--- config.mk ---
export PLATFORM = sky130hd
export DESIGN_NAME = jtag_seq_engine
export DESIGN_NICKNAME = d
export VERILOG_FILES = /design/src/rtl/jtag_seq_pkg.sv /design/src/rtl/jtag_cmd_table.sv /design/src/rtl/jtag_tck_gen.sv /design/src/rtl/jtag_shifter.sv /design/src/rtl/jtag_seq_engine.sv
export SDC_FILE = /design/constraint.sdc
export NUM_CORES = 1
export LEC_CHECK = 0
export BUFFER_PORTS_ARGS = -buffer_cell sky130_fd_sc_hd__buf_2
export CAP_MARGIN = 20
export CORE_MARGIN = 2
export CORE_UTILIZATION = 55
export CTS_BUF_LIST = sky130_fd_sc_hd__clkbuf_4 sky130_fd_sc_hd__clkbuf_8
export DETAILED_ROUTE_END_ITERATION = 10
export HOLD_SLACK_MARGIN = 0.1
export PLACE_DENSITY = 0.72
export SLEW_MARGIN = 0
export SYNTH_ARGS = -nofsm -noshare
export SYNTH_HDL_FRONTEND = slang
export SYNTH_SLANG_ARGS = --single-unit
--- constraint.sdc ---
create_clock -name clk -period 16.88 [get_ports clk]
set_input_delay 3.376 -clock clk [delete_from_list [all_inputs] [get_ports clk]]
set_output_delay 3.376 -clock clk [all_outputs]
set_load 0.005 [all_outputs]
--- src/rtl/jtag_seq_pkg.sv ---
package jtag_seq_pkg;

  // Command codes understood by the sequence table
  localparam logic [31:0] CMD_TLR  = 32'h0000_0001;
  localparam logic [31:0] CMD_DR32 = 32'h0000_0002;
  localparam logic [31:0] CMD_DR64 = 32'h0000_0003;

  // Period at which the data-register shift starts (after Select, Capture)
  localparam int SHIFT_OFS = 3;

  typedef enum logic [1:0] {
    ST_IDLE = 2'd0,
    ST_ARGS = 2'd1,
    ST_RUN  = 2'd2
  } ctl_state_t;

endpackage

--- src/rtl/jtag_cmd_table.sv ---
module jtag_cmd_table
  import jtag_seq_pkg::*;
#(
  parameter int SEQ_MAX = 256,
  parameter int LW      = 9
) (
  input  logic [31:0]        code,
  input  logic [31:0]        prm0,
  input  logic [31:0]        prm1,
  output logic               known,
  output logic [1:0]         nprm,
  output logic [LW-1:0]      len,
  output logic [SEQ_MAX-1:0] tms_pat,
  output logic [SEQ_MAX-1:0] tdo_pat,
  output logic [SEQ_MAX-1:0] cap_pat
);

  localparam int DR32_LEN = SHIFT_OFS + 32 + 2;
  localparam int DR64_LEN = SHIFT_OFS + 64 + 2;

  always_comb begin
    known   = 1'b0;
    nprm    = 2'd0;
    len     = '0;
    tms_pat = '0;
    tdo_pat = '0;
    cap_pat = '0;
    case (code)
      CMD_TLR: begin
        known = 1'b1;
        len   = LW'(6);
        for (int i = 0; i < 5; i++) tms_pat[i] = 1'b1;
      end
      CMD_DR32: begin
        known = 1'b1;
        nprm  = 2'd1;
        len   = LW'(DR32_LEN);
        tms_pat[0]                = 1'b1;
        tms_pat[SHIFT_OFS + 31]   = 1'b1;
        tms_pat[SHIFT_OFS + 32]   = 1'b1;
        tdo_pat[SHIFT_OFS +: 32]  = prm0;
        cap_pat[SHIFT_OFS +: 32]  = '1;
      end
      CMD_DR64: begin
        known = 1'b1;
        nprm  = 2'd2;
        len   = LW'(DR64_LEN);
        tms_pat[0]                    = 1'b1;
        tms_pat[SHIFT_OFS + 63]       = 1'b1;
        tms_pat[SHIFT_OFS + 64]       = 1'b1;
        tdo_pat[SHIFT_OFS +: 32]      = prm0;
        tdo_pat[SHIFT_OFS + 32 +: 32] = prm1;
        cap_pat[SHIFT_OFS +: 64]      = '1;
      end
      default: known = 1'b0;
    endcase
  end

endmodule

--- src/rtl/jtag_tck_gen.sv ---
module jtag_tck_gen #(
  parameter int TCK_HALF = 2
) (
  input  logic clk,
  input  logic rst_n,
  input  logic run,
  output logic tck,
  output logic rise_en,
  output logic fall_en
);

  localparam int CW = $clog2(TCK_HALF + 1);

  logic [CW-1:0] cnt_q, cnt_n;
  logic          tck_q, tck_n;
  logic          wrap;

  assign wrap    = run && (cnt_q == CW'(TCK_HALF - 1));
  assign rise_en = wrap && !tck_q;
  assign fall_en = wrap && tck_q;
  assign tck     = tck_q;

  always_comb begin
    cnt_n = cnt_q;
    tck_n = tck_q;
    if (!run) begin
      cnt_n = '0;
      tck_n = 1'b0;
    end else if (wrap) begin
      cnt_n = '0;
      tck_n = !tck_q;
    end else begin
      cnt_n = cnt_q + 1'b1;
    end
  end

  always_ff @(posedge clk or negedge rst_n) begin
    if (!rst_n) begin
      cnt_q <= '0;
      tck_q <= 1'b0;
    end else begin
      cnt_q <= cnt_n;
      tck_q <= tck_n;
    end
  end

endmodule

--- src/rtl/jtag_shifter.sv ---
module jtag_shifter #(
  parameter int SEQ_MAX = 256,
  parameter int CAP_MAX = 134,
  parameter int LW      = 9,
  parameter int CNTW    = 8
) (
  input  logic               clk,
  input  logic               rst_n,
  input  logic               load,
  input  logic [LW-1:0]      len,
  input  logic [SEQ_MAX-1:0] tms_pat,
  input  logic [SEQ_MAX-1:0] tdo_pat,
  input  logic [SEQ_MAX-1:0] cap_pat,
  input  logic               rise_en,
  input  logic               fall_en,
  input  logic               tdi,
  output logic               run,
  output logic               finish,
  output logic               tms,
  output logic               tdo,
  output logic [CAP_MAX-1:0] cap_data,
  output logic [CNTW-1:0]    cap_cnt
);

  logic [SEQ_MAX-1:0] tms_sr, tms_sr_n;
  logic [SEQ_MAX-1:0] tdo_sr, tdo_sr_n;
  logic [SEQ_MAX-1:0] msk_sr, msk_sr_n;
  logic [LW-1:0]      rem_q, rem_n;
  logic               run_q, run_n;
  logic [CAP_MAX-1:0] cap_q, cap_n;
  logic [CNTW-1:0]    cnt_q, cnt_n;
  logic               upd_en;

  assign upd_en   = load || run_q;
  assign run      = run_q;
  assign finish   = run_q && fall_en && (rem_q == '0);
  assign tms      = tms_sr[0];
  assign tdo      = tdo_sr[0];
  assign cap_data = cap_q;
  assign cap_cnt  = cnt_q;

  always_comb begin
    tms_sr_n = tms_sr;
    tdo_sr_n = tdo_sr;
    msk_sr_n = msk_sr;
    rem_n    = rem_q;
    run_n    = run_q;
    cap_n    = cap_q;
    cnt_n    = cnt_q;
    if (load) begin
      tms_sr_n = tms_pat;
      tdo_sr_n = tdo_pat;
      msk_sr_n = cap_pat;
      rem_n    = len - 1'b1;
      run_n    = 1'b1;
      cap_n    = '0;
      cnt_n    = '0;
    end else if (run_q) begin
      if (rise_en && msk_sr[0] && (cnt_q < CNTW'(CAP_MAX))) begin
        cap_n[cnt_q] = tdi;
        cnt_n        = cnt_q + 1'b1;
      end
      if (fall_en) begin
        tms_sr_n = tms_sr >> 1;
        tdo_sr_n = tdo_sr >> 1;
        msk_sr_n = msk_sr >> 1;
        if (rem_q == '0) run_n = 1'b0;
        else             rem_n = rem_q - 1'b1;
      end
    end
  end

  always_ff @(posedge clk or negedge rst_n) begin
    if (!rst_n) begin
      tms_sr <= '0;
      tdo_sr <= '0;
      msk_sr <= '0;
      rem_q  <= '0;
      run_q  <= 1'b0;
      cap_q  <= '0;
      cnt_q  <= '0;
    end else if (upd_en) begin
      tms_sr <= tms_sr_n;
      tdo_sr <= tdo_sr_n;
      msk_sr <= msk_sr_n;
      rem_q  <= rem_n;
      run_q  <= run_n;
      cap_q  <= cap_n;
      cnt_q  <= cnt_n;
    end
  end

endmodule

--- src/rtl/jtag_seq_engine.sv ---
module jtag_seq_engine
  import jtag_seq_pkg::*;
#(
  parameter int SEQ_MAX  = 256,
  parameter int CAP_MAX  = 134,
  parameter int TCK_HALF = 2,
  localparam int NWORDS  = (CAP_MAX + 31) / 32,
  localparam int SELW    = $clog2(NWORDS + 1)
) (
  input  logic            clk,
  input  logic            rst_n,
  input  logic            cmd_wr,
  input  logic            prm_wr,
  input  logic [31:0]     wr_data,
  input  logic [SELW-1:0] fb_sel,
  output logic [31:0]     fb_data,
  output logic            jtag_tck,
  output logic            jtag_tms,
  output logic            jtag_tdo,
  input  logic            jtag_tdi
);

  localparam int LW   = $clog2(SEQ_MAX + 1);
  localparam int CNTW = $clog2(CAP_MAX + 1);

  // reset: asynchronous assertion, synchronous release
  logic [1:0] rst_sync;
  logic       rst_core_n;

  always_ff @(posedge clk or negedge rst_n) begin
    if (!rst_n) rst_sync <= 2'b00;
    else        rst_sync <= {rst_sync[0], 1'b1};
  end
  assign rst_core_n = rst_sync[1];

  ctl_state_t   state_q, state_n;
  logic [31:0]  cmd_q, cmd_n;
  logic [31:0]  prm0_q, prm0_n;
  logic [31:0]  prm1_q, prm1_n;
  logic [1:0]   pcnt_q, pcnt_n;
  logic         done_q, done_n;
  logic         load;
  logic         busy;

  logic               known;
  logic [1:0]         nprm;
  logic [LW-1:0]      len;
  logic [SEQ_MAX-1:0] tms_pat, tdo_pat, cap_pat;

  logic               run, finish, rise_en, fall_en;
  logic [CAP_MAX-1:0] cap_data;
  logic [CNTW-1:0]    cap_cnt;

  assign busy = (state_q == ST_RUN);

  jtag_cmd_table #(.SEQ_MAX(SEQ_MAX), .LW(LW)) u_table (
    .code    (cmd_q),
    .prm0    (prm0_q),
    .prm1    (prm1_q),
    .known   (known),
    .nprm    (nprm),
    .len     (len),
    .tms_pat (tms_pat),
    .tdo_pat (tdo_pat),
    .cap_pat (cap_pat)
  );

  jtag_tck_gen #(.TCK_HALF(TCK_HALF)) u_tck (
    .clk     (clk),
    .rst_n   (rst_core_n),
    .run     (run),
    .tck     (jtag_tck),
    .rise_en (rise_en),
    .fall_en (fall_en)
  );

  jtag_shifter #(
    .SEQ_MAX (SEQ_MAX),
    .CAP_MAX (CAP_MAX),
    .LW      (LW),
    .CNTW    (CNTW)
  ) u_shift (
    .clk      (clk),
    .rst_n    (rst_core_n),
    .load     (load),
    .len      (len),
    .tms_pat  (tms_pat),
    .tdo_pat  (tdo_pat),
    .cap_pat  (cap_pat),
    .rise_en  (rise_en),
    .fall_en  (fall_en),
    .tdi      (jtag_tdi),
    .run      (run),
    .finish   (finish),
    .tms      (jtag_tms),
    .tdo      (jtag_tdo),
    .cap_data (cap_data),
    .cap_cnt  (cap_cnt)
  );

  // control: command acceptance, parameter collection, launch
  always_comb begin
    state_n = state_q;
    cmd_n   = cmd_q;
    prm0_n  = prm0_q;
    prm1_n  = prm1_q;
    pcnt_n  = pcnt_q;
    done_n  = done_q;
    load    = 1'b0;
    case (state_q)
      ST_IDLE, ST_ARGS: begin
        if (cmd_wr) begin
          cmd_n   = wr_data;
          pcnt_n  = 2'd0;
          done_n  = 1'b0;
          state_n = ST_ARGS;
        end else if (state_q == ST_ARGS) begin
          if (!known) begin
            state_n = ST_IDLE;
          end else if (pcnt_q == nprm) begin
            load    = 1'b1;
            state_n = ST_RUN;
          end else if (prm_wr) begin
            if (pcnt_q == 2'd0) prm0_n = wr_data;
            else                prm1_n = wr_data;
            pcnt_n = pcnt_q + 1'b1;
          end
        end
      end
      ST_RUN: begin
        if (finish) begin
          state_n = ST_IDLE;
          done_n  = 1'b1;
        end
      end
      default: state_n = ST_IDLE;
    endcase
  end

  always_ff @(posedge clk or negedge rst_core_n) begin
    if (!rst_core_n) begin
      state_q <= ST_IDLE;
      cmd_q   <= '0;
      prm0_q  <= '0;
      prm1_q  <= '0;
      pcnt_q  <= '0;
      done_q  <= 1'b0;
    end else begin
      state_q <= state_n;
      cmd_q   <= cmd_n;
      prm0_q  <= prm0_n;
      prm1_q  <= prm1_n;
      pcnt_q  <= pcnt_n;
      done_q  <= done_n;
    end
  end

  // feedback read mux: word 0 status, then capture words
  logic [NWORDS*32-1:0] cap_pad;

  always_comb begin
    cap_pad              = '0;
    cap_pad[CAP_MAX-1:0] = cap_data;
    fb_data              = '0;
    if (fb_sel == '0) begin
      fb_data[0]         = busy;
      fb_data[1]         = done_q;
      fb_data[16 +: CNTW] = cap_cnt;
    end else if (fb_sel <= SELW'(NWORDS)) begin
      fb_data = cap_pad[(int'(fb_sel) - 1) * 32 +: 32];
    end
  end

endmodule

==> results.toml, run 1 <==
[global_routing]
grtUsageTotal_pct = 25.8
grt_max_degree = 209
grt-ovfl-total = 0
grt_pass1_wl_mm = 85.6
grt_pass1_vias = 16300
antenna_found_initial = 1

[min_path]
hp-start = "rst_sync[0]"
worstHoldPathCells = 0
min-delay-path-class = "flop to flop"

[floorplanning]
die_h_um = 201
dieArea_mm2 = 0.0405
dieWidth_um = 201
rows = 72
initial_core_util_pct = 55.5
core_mm2 = 0.0386
ios = 75

[placed_design]
gp_congestion = 0.899
io_buffers = 74
dp_cells = 2534
dpl.hpwl_mm = 30.6

[synth]
synth-seq-cells = 458
synth_cells = 2100
ys.flop_type = "dfrtp_1"
yosys.area_share.simple_pct = 16.5
yosysWarnings = 0
synth_xor_area_share_pct = 0.286
synthDistinctLibCells = 63
yosysSeqAreaShare_pct = 53.5
synthAdderAreaFrac_pct = 0.643
synth_top_family_by_area = "simple AND/OR/NAND/NOR gates"
syn-num-nets = 2151
synth_edf_count = 0
synth-compound-area-share_pct = 12.7
synth.area.mux_share_pct = 12.2
synth_area_per_cell_um2 = 10.2
async_flop_share_pct = 100
syn_area_mm2 = 0.0214

[timing]
finalSetupViolations = 0
maxSlewHeadroom_pct = 26.2
holdWs_ns = 0.350
finalHoldViolCount = 0
rsz0062_at_grt = "no"
period_minus_slack_ns = 9.70
clock-skew-final_ns = 0.0232
slew_violations = 0
tightest_slew_ns = 1.11
totalNegativeSetupSlack_ns = 0
finalCritPeriodShare_pct = 57.4
fmax_mhz = 103

[power]
internal_power_w = 0.00176
p_leak_nw = 10.1
p_switching_w = 0.000513
p_sw_share_pct = 22.6
powerDensity_mw_per_mm2 = 96.1
power_frac_seq_pct = 49.1
clkPwrFrac_pct = 47.3
ir_worst_vdd_uv = 76.3
pwr-share-comb_pct = 3.6

[final_layout]
syn2layout_area_growth_pct = 10.5
fillers = 3205
fin_cells = 2671
fin_nets = 2150
seqCellArea_mm2 = 0.0115
diodes = 0
multi_input_area_mm2 = 0.00910
layout-drive-gt1-share_pct = 14.4

[setup_path]
rr_endpoint = "u_shift.cap_data[45]"
startpoint_type = "primary input"
regToRegSetupSlack_ns = 12.83
critical_path_required_ns = 13.50
timing.rr.start = "cmd_q[1]"
critPathCapture = "fb_data[0]"
cp-end-kind = "primary output"
crit_type = "primary input to primary output"
crit_path_max_fanout = 39
rr_worst_depth = 7
timing.critical_path.from = "fb_sel[0]"
worstPathArrival_ns = 6.32

[routing]
vias = 16200
drt-vias-per-instance = 6.06
wl_per_cell_um = 19.1
drt_iter0_markers = 1761
finalWirelength_mm = 51.1
drtPass1Iterations = 7
drc_errors = 0
drtAntennaViolNets = 0

[clock_network]
clockBufferDepth = 3
postCtsSetupBuffers = 0
htree_levels = 3
cts_buffers = 78
clk_latency_ns = 0.64
cts_root_buf = "clkbuf_8"
cts.clk_slew.worst_paths_ns = 0.06
ctsResizeCount = 0
cts_num_sinks = 458
hold_buffers = 0
cts_tree = "done"

[status]
status = "completed"

[run]
maxCapViolations = 0
## synthesized netlist by cell type, drive strengths merged (5+ instances only)
library cell / count / area share, %
ha: 11 / 0.64
nand4b: 8 / 0.33
nand2b: 9 / 0.26
o21ai: 132 / 3.1
and4: 5 / 0.20
inv: 10 / 0.18
nand4: 23 / 0.77
nor4: 28 / 1.4
nor2: 25 / 0.44
and2: 38 / 1.1
mux2i: 115 / 5.4
clkbuf: 116 / 2.1
o31ai: 9 / 0.32
buf: 71 / 1.9
a31oi: 69 / 2.0
dfrtp: 458 / 54
a22o: 8 / 0.33
mux4: 31 / 3.3
a21oi: 214 / 5.0
nand3b: 6 / 0.23
mux2: 68 / 3.6
nand2: 425 / 7.5
nand3: 128 / 3.0
xnor2: 6 / 0.25
nor2b: 12 / 0.35
o2bb2ai: 34 / 1.4
## worst min-delay path by stage
stage | to | slack (ns)
final | rst_sync[1] | 0.35
after global routing | rst_sync[1] | 0.37
after CTS | rst_sync[1] | 0.35
after detailed placement | rst_sync[1] | 0.34
after global placement | rst_sync[1] | 0.34
after floorplan | rst_sync[1] | 0.33
## state kept, by name, indices dropped and copies added, names as in the netlist
| register | count |
|---|---|
| u_shift.cap_data | 134 |
| u_shift.tdo_sr | 67 |
| u_shift.tms_sr | 67 |
| u_shift.msk_sr | 66 |
| cmd_q | 32 |
| prm0_q | 32 |
| prm1_q | 32 |
| u_shift.rem_q | 9 |
| u_shift.cap_cnt | 8 |
| pcnt_q | 2 |
| rst_sync | 2 |
| state_q | 2 |
| u_tck.cnt_q | 2 |
| done_q | 1 |
| u_shift.run | 1 |
| u_tck.tck | 1 |
## metrics by stage
stage | worst slack, ns | power (W) | utilization, % | instance area (µm²)
after global placement | 7.32 | 0.00121 | 56.6 | 21800
final | 7.18 | 0.00227 | 61.3 | 23600
after CTS | 7.16 | 0.00229 | 61.1 | 23600
after detailed placement | 7.16 | 0.00122 | 56.7 | 21900
after floorplan | 3.17 | 0.00119 | - | 21400
after global routing | 6.90 | 0.00235 | 61.3 | 23600
## cells in the final DEF, fill, tap and decap left out, drive strengths merged, types with 5 or more instances in the layout
master and instances:
mux2 68, inv 11, nand3 128, nor4 28, a31oi 69, o31ai 9
clkbuf 125, dfrtp 458, mux2i 115, nor2b 12, a21oi 214, xnor2 6
nand2 425, and2 38, buf 106, ha 11, nand4b 8, o2bb2ai 34
mux4 31, nor2 25, nand2b 9, nand4 23, o21ai 132, a22o 8
and4 5, nand3b 6
## cell families after synthesis
group | after synthesis
AO/OA/AOI/OAI | 479
adder cells (fa/ha/maj) | 11
AND/OR/NAND/NOR | 733
flip-flops | 458
multiplexers | 214
buffers and inverters | 197
other | 1
XOR/XNOR | 7
## metal layers
metal  part of all wire (%)  GRT usage [%]  vias to the layer above
met3                    7.2           5.07                      119
met5                  0.022              0                        -
met4                    3.1           10.6                        2
met2                     49           42.2                      672
met1                     41           34.2                     8007
li1                       -              -                     7398
## cell type report
| cell class | instances | share of cell area [%] |
|---|---|---|
| Inverter | 10 | 0.159 |
| Timing Repair Buffer | 106 | 2.96 |
| Clock inverter | 9 | 0.439 |
| Clock buffer | 125 | 6.75 |
| Tap cell | 518 | 2.74 |
| Multi-Input combinational cell | 1445 | 38.5 |
| Sequential cell | 458 | 48.5 |
## power by group through the flow
stage / Sequential [W] / Combinational (W) / Clock (W)
after CTS: 0.00112 / 0.0000830 / 0.00109
final: 0.00112 / 0.0000823 / 0.00107
after detailed placement: 0.00114 / 0.0000825 / 0
after floorplan: 0.00115 / 0.0000399 / 0
after global routing: 0.00112 / 0.0000924 / 0.00114
after global placement: 0.00113 / 0.0000792 / 0
## worst max-delay path, stage by stage
cell and delay [ns]:
buf_2 0.08, buf_4 0.54, inv_1 0.15, ha_1 0.65, buf_4 0.43, nand2_1 0.11
nor3_1 0.49, a21boi_0 0.18, o21ai_0 0.16, buf_2 0.13
(Power assumes the default switching activity.)
==> run 2, diff against run 1 <==
--- a/config.mk
+++ b/config.mk
@@ -12,7 +12,7 @@
 export CTS_BUF_LIST = sky130_fd_sc_hd__clkbuf_4 sky130_fd_sc_hd__clkbuf_8
 export DETAILED_ROUTE_END_ITERATION = 10
 export HOLD_SLACK_MARGIN = 0.1
-export PLACE_DENSITY = 0.72
+export PLACE_DENSITY = 0.75
 export SLEW_MARGIN = 0
 export SYNTH_ARGS = -nofsm -noshare
 export SYNTH_HDL_FRONTEND = slang
==> constraint.sdc (replaced) <==
create_clock -name clk -period 8.9 [get_ports clk]
set_input_delay 1.78 -clock clk [delete_from_list [all_inputs] [get_ports clk]]
set_output_delay 1.78 -clock clk [all_outputs]
set_load 0.005 [all_outputs]
==> run 2 against run 1 <==
Effect of this change: sequential cell count stayed put; register-to-register slack got worse by 7.2 ns; total power is 84% higher; critical path type unchanged; non-clock buffer count shrank 2; core utilization fell by 0.41 points; clock-buffer cell count increased by 3; global-route usage is 0.56 points lower; final cell count about the same; wire length decreased by 1.8%; clock power rose by 79%; sequential power is 88% higher; largest power group unchanged; die area stayed put.
==> results.toml, run 2 (same netlist as run 1, synthesis figures left out) <==
[routing]
vias = 16300
drt-vias-per-instance = 6.09
wl_per_cell_um = 18.8
drtAntennaViolNets = 0
drc_errors = 0
drtPass1Iterations = 6
finalWirelength_mm = 50.2
drt_iter0_markers = 1386

[setup_path]
crit_family = "buffers and inverters"
slowest_stage = "ha_1"
startpoint_type = "primary input"
crit_path_max_fanout = 39
crit_cells = 10
rr_worst_depth = 5
worstPathArrival_ns = 4.81
regToRegSetupSlack_ns = 5.66
crit_type = "primary input to primary output"
critPathMaxStageDelay_ns = 0.68
timing.rr.start = "cmd_q[1]"
critical_path_required_ns = 7.12
crit_chain = "buf_2 -> buf_4 -> inv_1 -> ha_1 -> buf_4 -> nand2_1 -> nor3_1 -> a21boi_0 -> o21ai_0 -> buf_2"
critPathBufInv = 5
cp-end-kind = "primary output"
timing.critical_path.from = "fb_sel[0]"

[global_routing]
grt-ovfl-total = 0
grt_pass1_wl_mm = 84.1
grt_pass1_vias = 16300
antenna_found_initial = 2
grt_max_degree = 204
grtUsageTotal_pct = 25.3

[final_layout]
fillers = 3208
fin_nets = 2146
diodes = 0
syn2layout_area_growth_pct = 9.74
layout-drive-gt1-share_pct = 14.5
fin_area_mm2 = 0.0235
final_cell_mix = "457 x dfrtp_1, 425 x nand2_1, 214 x a21oi_1, 132 x o21ai_0, 127 x nand3_1"
fin_cells = 2672
final_common_cell = "dfrtp_1"
largest_register_ffs = 134
post-route-util_pct = 60.9

[min_path]
min-delay-path-class = "flop to asynchronous set/reset pin"

[timing]
slew_violations = 0
layout_setup_ws_ns = 2.31
fmax_mhz = 152
tightest_slew_ns = 1.10
clock-skew-final_ns = 0.0309
totalNegativeSetupSlack_ns = 0
finalSetupViolations = 0
rsz0062_at_grt = "no"
finalHoldViolCount = 0
maxSlewHeadroom_pct = 26.5
finalCritPeriodShare_pct = 74.0
period_minus_slack_ns = 6.59

[placed_design]
gp_congestion = 0.922
io_buffers = 74
dp_cells = 2533
pre_cts_ws_ns = 2.33
dpl.hpwl_mm = 30.3
post_dp_cell_area_mm2 = 0.0219

[floorplanning]
rows = 72
initial_core_util_pct = 55.5
die_h_um = 201
core_mm2 = 0.0386
dieWidth_um = 201
ios = 75
dieArea_mm2 = 0.0405

[clock_network]
clk_latency_ns = 0.63
cts_num_sinks = 458
postCtsSetupBuffers = 0
cts_buffers = 76
cts.clk_slew.worst_paths_ns = 0.06
htree_levels = 3
cts_root_buf = "clkbuf_8"
hold_buffers = 0
ctsResizeCount = 0
cts_tree = "done"
clockBufferDepth = 3

[power]
powerDensity_mw_per_mm2 = 178
p_leak_nw = 10.0
ir_worst_vdd_uv = 155

[run]
maxCapViolations = 0

[status]
status = "completed"
==> run 2: cell count changes in the layout (fill, tap and decap cells not counted), sizes merged <==
cell      before  now
buf          106  104
bufinv         2    0
clkbuf       125  128
clkinvlp       2    3
inv           11   12
==> run 2: routing by layer <==
metal | up-vias | routed length, µm | GRT usage [%]
met5 | - | 27 | 0
met2 | 683 | 24300 | 41.6
li1 | 7402 | - | -
met1 | 8039 | 20400 | 33.0
met3 | 147 | 3560 | 4.54
met4 | 4 | 1890 | 11.4
==> run 2: final timing paths <==
kind	endpoint
worst max-delay path	fb_data[0]
worst min-delay path	prm0_q[22]
worst max register to register	u_shift.cap_data[93]
worst min register to register	prm0_q[22]
max in group asynchronous	u_shift.msk_sr[29]
min in group clk	rst_sync[1]
==> run 2: power breakdown <==
group / internal, W / switching, W
Clock: 0.00109 / 0.000830
Combinational: 0.0000487 / 0.000108
Sequential: 0.00210 / 0.0000149
Total: 0.00323 / 0.000953
==> run 2: per-stage QoR <==
stage          hold slack (ns)  total power (W)
6_report                 0.266          0.00419
5_1_grt                  0.334          0.00434
4_1_cts                  0.286          0.00423
3_5_place_dp             0.275          0.00231
3_3_place_gp             0.275          0.00230
2_1_floorplan            0.331          0.00225
==> run 2: area by class of cell <==
class,count,area [µm²],area share (%)
repair buffers,104,647,2.75
multi-input cells,1445,9100,38.7
flip-flops and latches,458,11500,48.8
well taps,518,648,2.76
inverters,10,37.5,0.160
clock buffers,128,1540,6.54
clock inverters,9,60.1,0.256
==> run 3, diff against run 2 <==
--- a/config.mk
+++ b/config.mk
@@ -12,7 +12,7 @@
 export CTS_BUF_LIST = sky130_fd_sc_hd__clkbuf_4 sky130_fd_sc_hd__clkbuf_8
 export DETAILED_ROUTE_END_ITERATION = 10
 export HOLD_SLACK_MARGIN = 0.1
-export PLACE_DENSITY = 0.75
+export PLACE_DENSITY = 0.72
 export SLEW_MARGIN = 0
 export SYNTH_ARGS = -nofsm -noshare
 export SYNTH_HDL_FRONTEND = slang
==> constraint.sdc (replaced) <==
create_clock -name clk -period 6.9 [get_ports clk]
set_input_delay 1.38 -clock clk [delete_from_list [all_inputs] [get_ports clk]]
set_output_delay 1.38 -clock clk [all_outputs]
set_load 0.005 [all_outputs]
==> run 3 against run 2 <==
Effect of this change: register-to-register slack worse by 2.0 ns; highest routed layer unchanged; combinational power grew 32%; sequential power up 29%; cell area increased by 0.44%; core utilization increased by 0.27 points; clock skew grew 0.0037 ns; largest power group unchanged; critical endpoint is now fb_data[19]; worst hold slack improved by 0.0014 ns.
==> results.toml, run 3 (same netlist as run 1, synthesis figures left out) <==
[global_routing]
grt_max_degree = 209
grt_pass1_vias = 16100
antenna_found_initial = 5
grt_pass1_wl_mm = 84.8
grtUsageTotal_pct = 25.6
grt-ovfl-total = 0

[timing]
clock-skew-final_ns = 0.0347
fmax_mhz = 202
tightest_slew_ns = 1.13
finalSetupViolations = 0
period_minus_slack_ns = 4.96
finalCritPeriodShare_pct = 71.8
finalHoldViolCount = 0
rsz0062_at_grt = "no"
maxSlewHeadroom_pct = 24.1
totalNegativeSetupSlack_ns = 0
slew_violations = 0

[power]
p_switching_w = 0.00128
p_sw_share_pct = 23.3
ir_worst_vdd_uv = 210
design_power_total_w = 0.00549
p_leak_nw = 10.1
power_frac_seq_pct = 49.7
internal_power_w = 0.00421
clkPwrFrac_pct = 46.6
pwr-share-comb_pct = 3.8
powerDensity_mw_per_mm2 = 233

[clock_network]
hold_buffers = 0
cts.clk_slew.worst_paths_ns = 0.06
cts_tree = "done"
cts_buffers = 77
clk_latency_ns = 0.64
cts_num_sinks = 458
postCtsSetupBuffers = 0
htree_levels = 3
ctsResizeCount = 0
cts_root_buf = "clkbuf_8"
clockBufferDepth = 3

[final_layout]
post-route-util_pct = 61.2
final_common_cell = "dfrtp_1"
layout-drive-gt1-share_pct = 14.5
final_cell_mix = "457 x dfrtp_1, 425 x nand2_1, 214 x a21oi_1, 132 x o21ai_0, 127 x nand3_1"
largest_register_ffs = 134
syn2layout_area_growth_pct = 10.2
fin_nets = 2146

[setup_path]
crit_type = "primary input to primary output"
crit_family = "compound AO/OA/AOI/OAI gates"
crit_path_max_fanout = 38
slowest_stage = "a31oi_1"
critical_path_required_ns = 5.52
critPathBufInv = 4
worstPathArrival_ns = 3.58
crit_chain = "buf_2 -> buf_4 -> ha_1 -> o21bai_1 -> a31oi_1 -> nor2b_1 -> buf_4 -> a22o_1 -> buf_2"
critPathMaxStageDelay_ns = 0.53
cp-end-kind = "primary output"
startpoint_type = "primary input"

[placed_design]
gp_congestion = 0.869
dpl.hpwl_mm = 29.9
io_buffers = 74

[floorplanning]
ios = 75
dieArea_mm2 = 0.0405
initial_core_util_pct = 55.5
dieWidth_um = 201
core_mm2 = 0.0386
rows = 72
die_h_um = 201

[min_path]
min-delay-path-class = "flop to asynchronous set/reset pin"

[status]
status = "completed"

[routing]
drtPass1Iterations = 8
drt_iter0_markers = 1622
drt-vias-per-instance = 6.08
wl_per_cell_um = 19.2
drc_errors = 0
drtAntennaViolNets = 0
vias = 16300
finalWirelength_mm = 51.3

[run]
maxCapViolations = 0
[run 3: layout make-up]
cell class,instances,area [µm²]
Timing Repair Buffer,103,688
Antenna cell,1,2.50
Fill cell,3191,15000
Clock buffer,123,1560
Sequential cell,458,11500
Inverter,10,37.5
Tap cell,518,648
Clock inverter,16,93.8
Multi-Input combinational cell,1445,9100
[run 3: worst paths after layout]
check	startpoint	endpoint	slack [ns]	cells past startpoint
worst max-delay path	fb_sel[0]	fb_data[19]	1.94	9
worst min-delay path	rst_sync[1]	u_shift.tdo_sr[25]	0.27	0
worst max register to register	cmd_q[1]	u_shift.cap_data[8]	3.63	5
worst min register to register	rst_sync[1]	u_shift.tdo_sr[25]	0.27	0
max in group asynchronous	rst_sync[1]	u_shift.cap_data[72]	5.02	2
min in group clk	rst_sync[0]	rst_sync[1]	0.35	0
[run 3: metal layers]
metal / wire [µm] / vias up / track usage (%) / part of all wire [%]
li1: - / 7409 / - / -
met1: 20900 / 8061 / 33.2 / 41
met2: 25100 / 628 / 42.0 / 49
met3: 3370 / 154 / 4.96 / 6.6
met4: 1880 / 6 / 11.8 / 3.7
met5: 40 / - / 0 / 0.078
[run 3: worst register-to-register path: stages, from the launching register on]
cell	delay [ns]
dfrtp_1	0.54
or3_4	0.48
a311oi_2	0.43
and3_4	0.73
buf_12	0.65
a21oi_1	0.26
[run 3: power by group through the flow]
stage | combinational, W | clock (W) | sequential, W
2_1_floorplan | 0.0000977 | 0 | 0.00280
3_5_place_dp | 0.000207 | 0 | 0.00277
4_1_cts | 0.000208 | 0.00261 | 0.00272
5_1_grt | 0.000230 | 0.00273 | 0.00273
6_report | 0.000207 | 0.00255 | 0.00272
3_3_place_gp | 0.000202 | 0 | 0.00277
[run 3: stage by stage]
stage               area (µm²)  setup slack [ns]  hold WS, ns  instances
CTS                      23500              1.93        0.296       2670
global route             23600              1.84        0.316       2674
finish                   23600              1.94        0.268       2674
global placement         21900              2.07        0.290       2531
floorplan                21400              2.14        0.331       2100
detailed placement       21900              1.94        0.289       2531
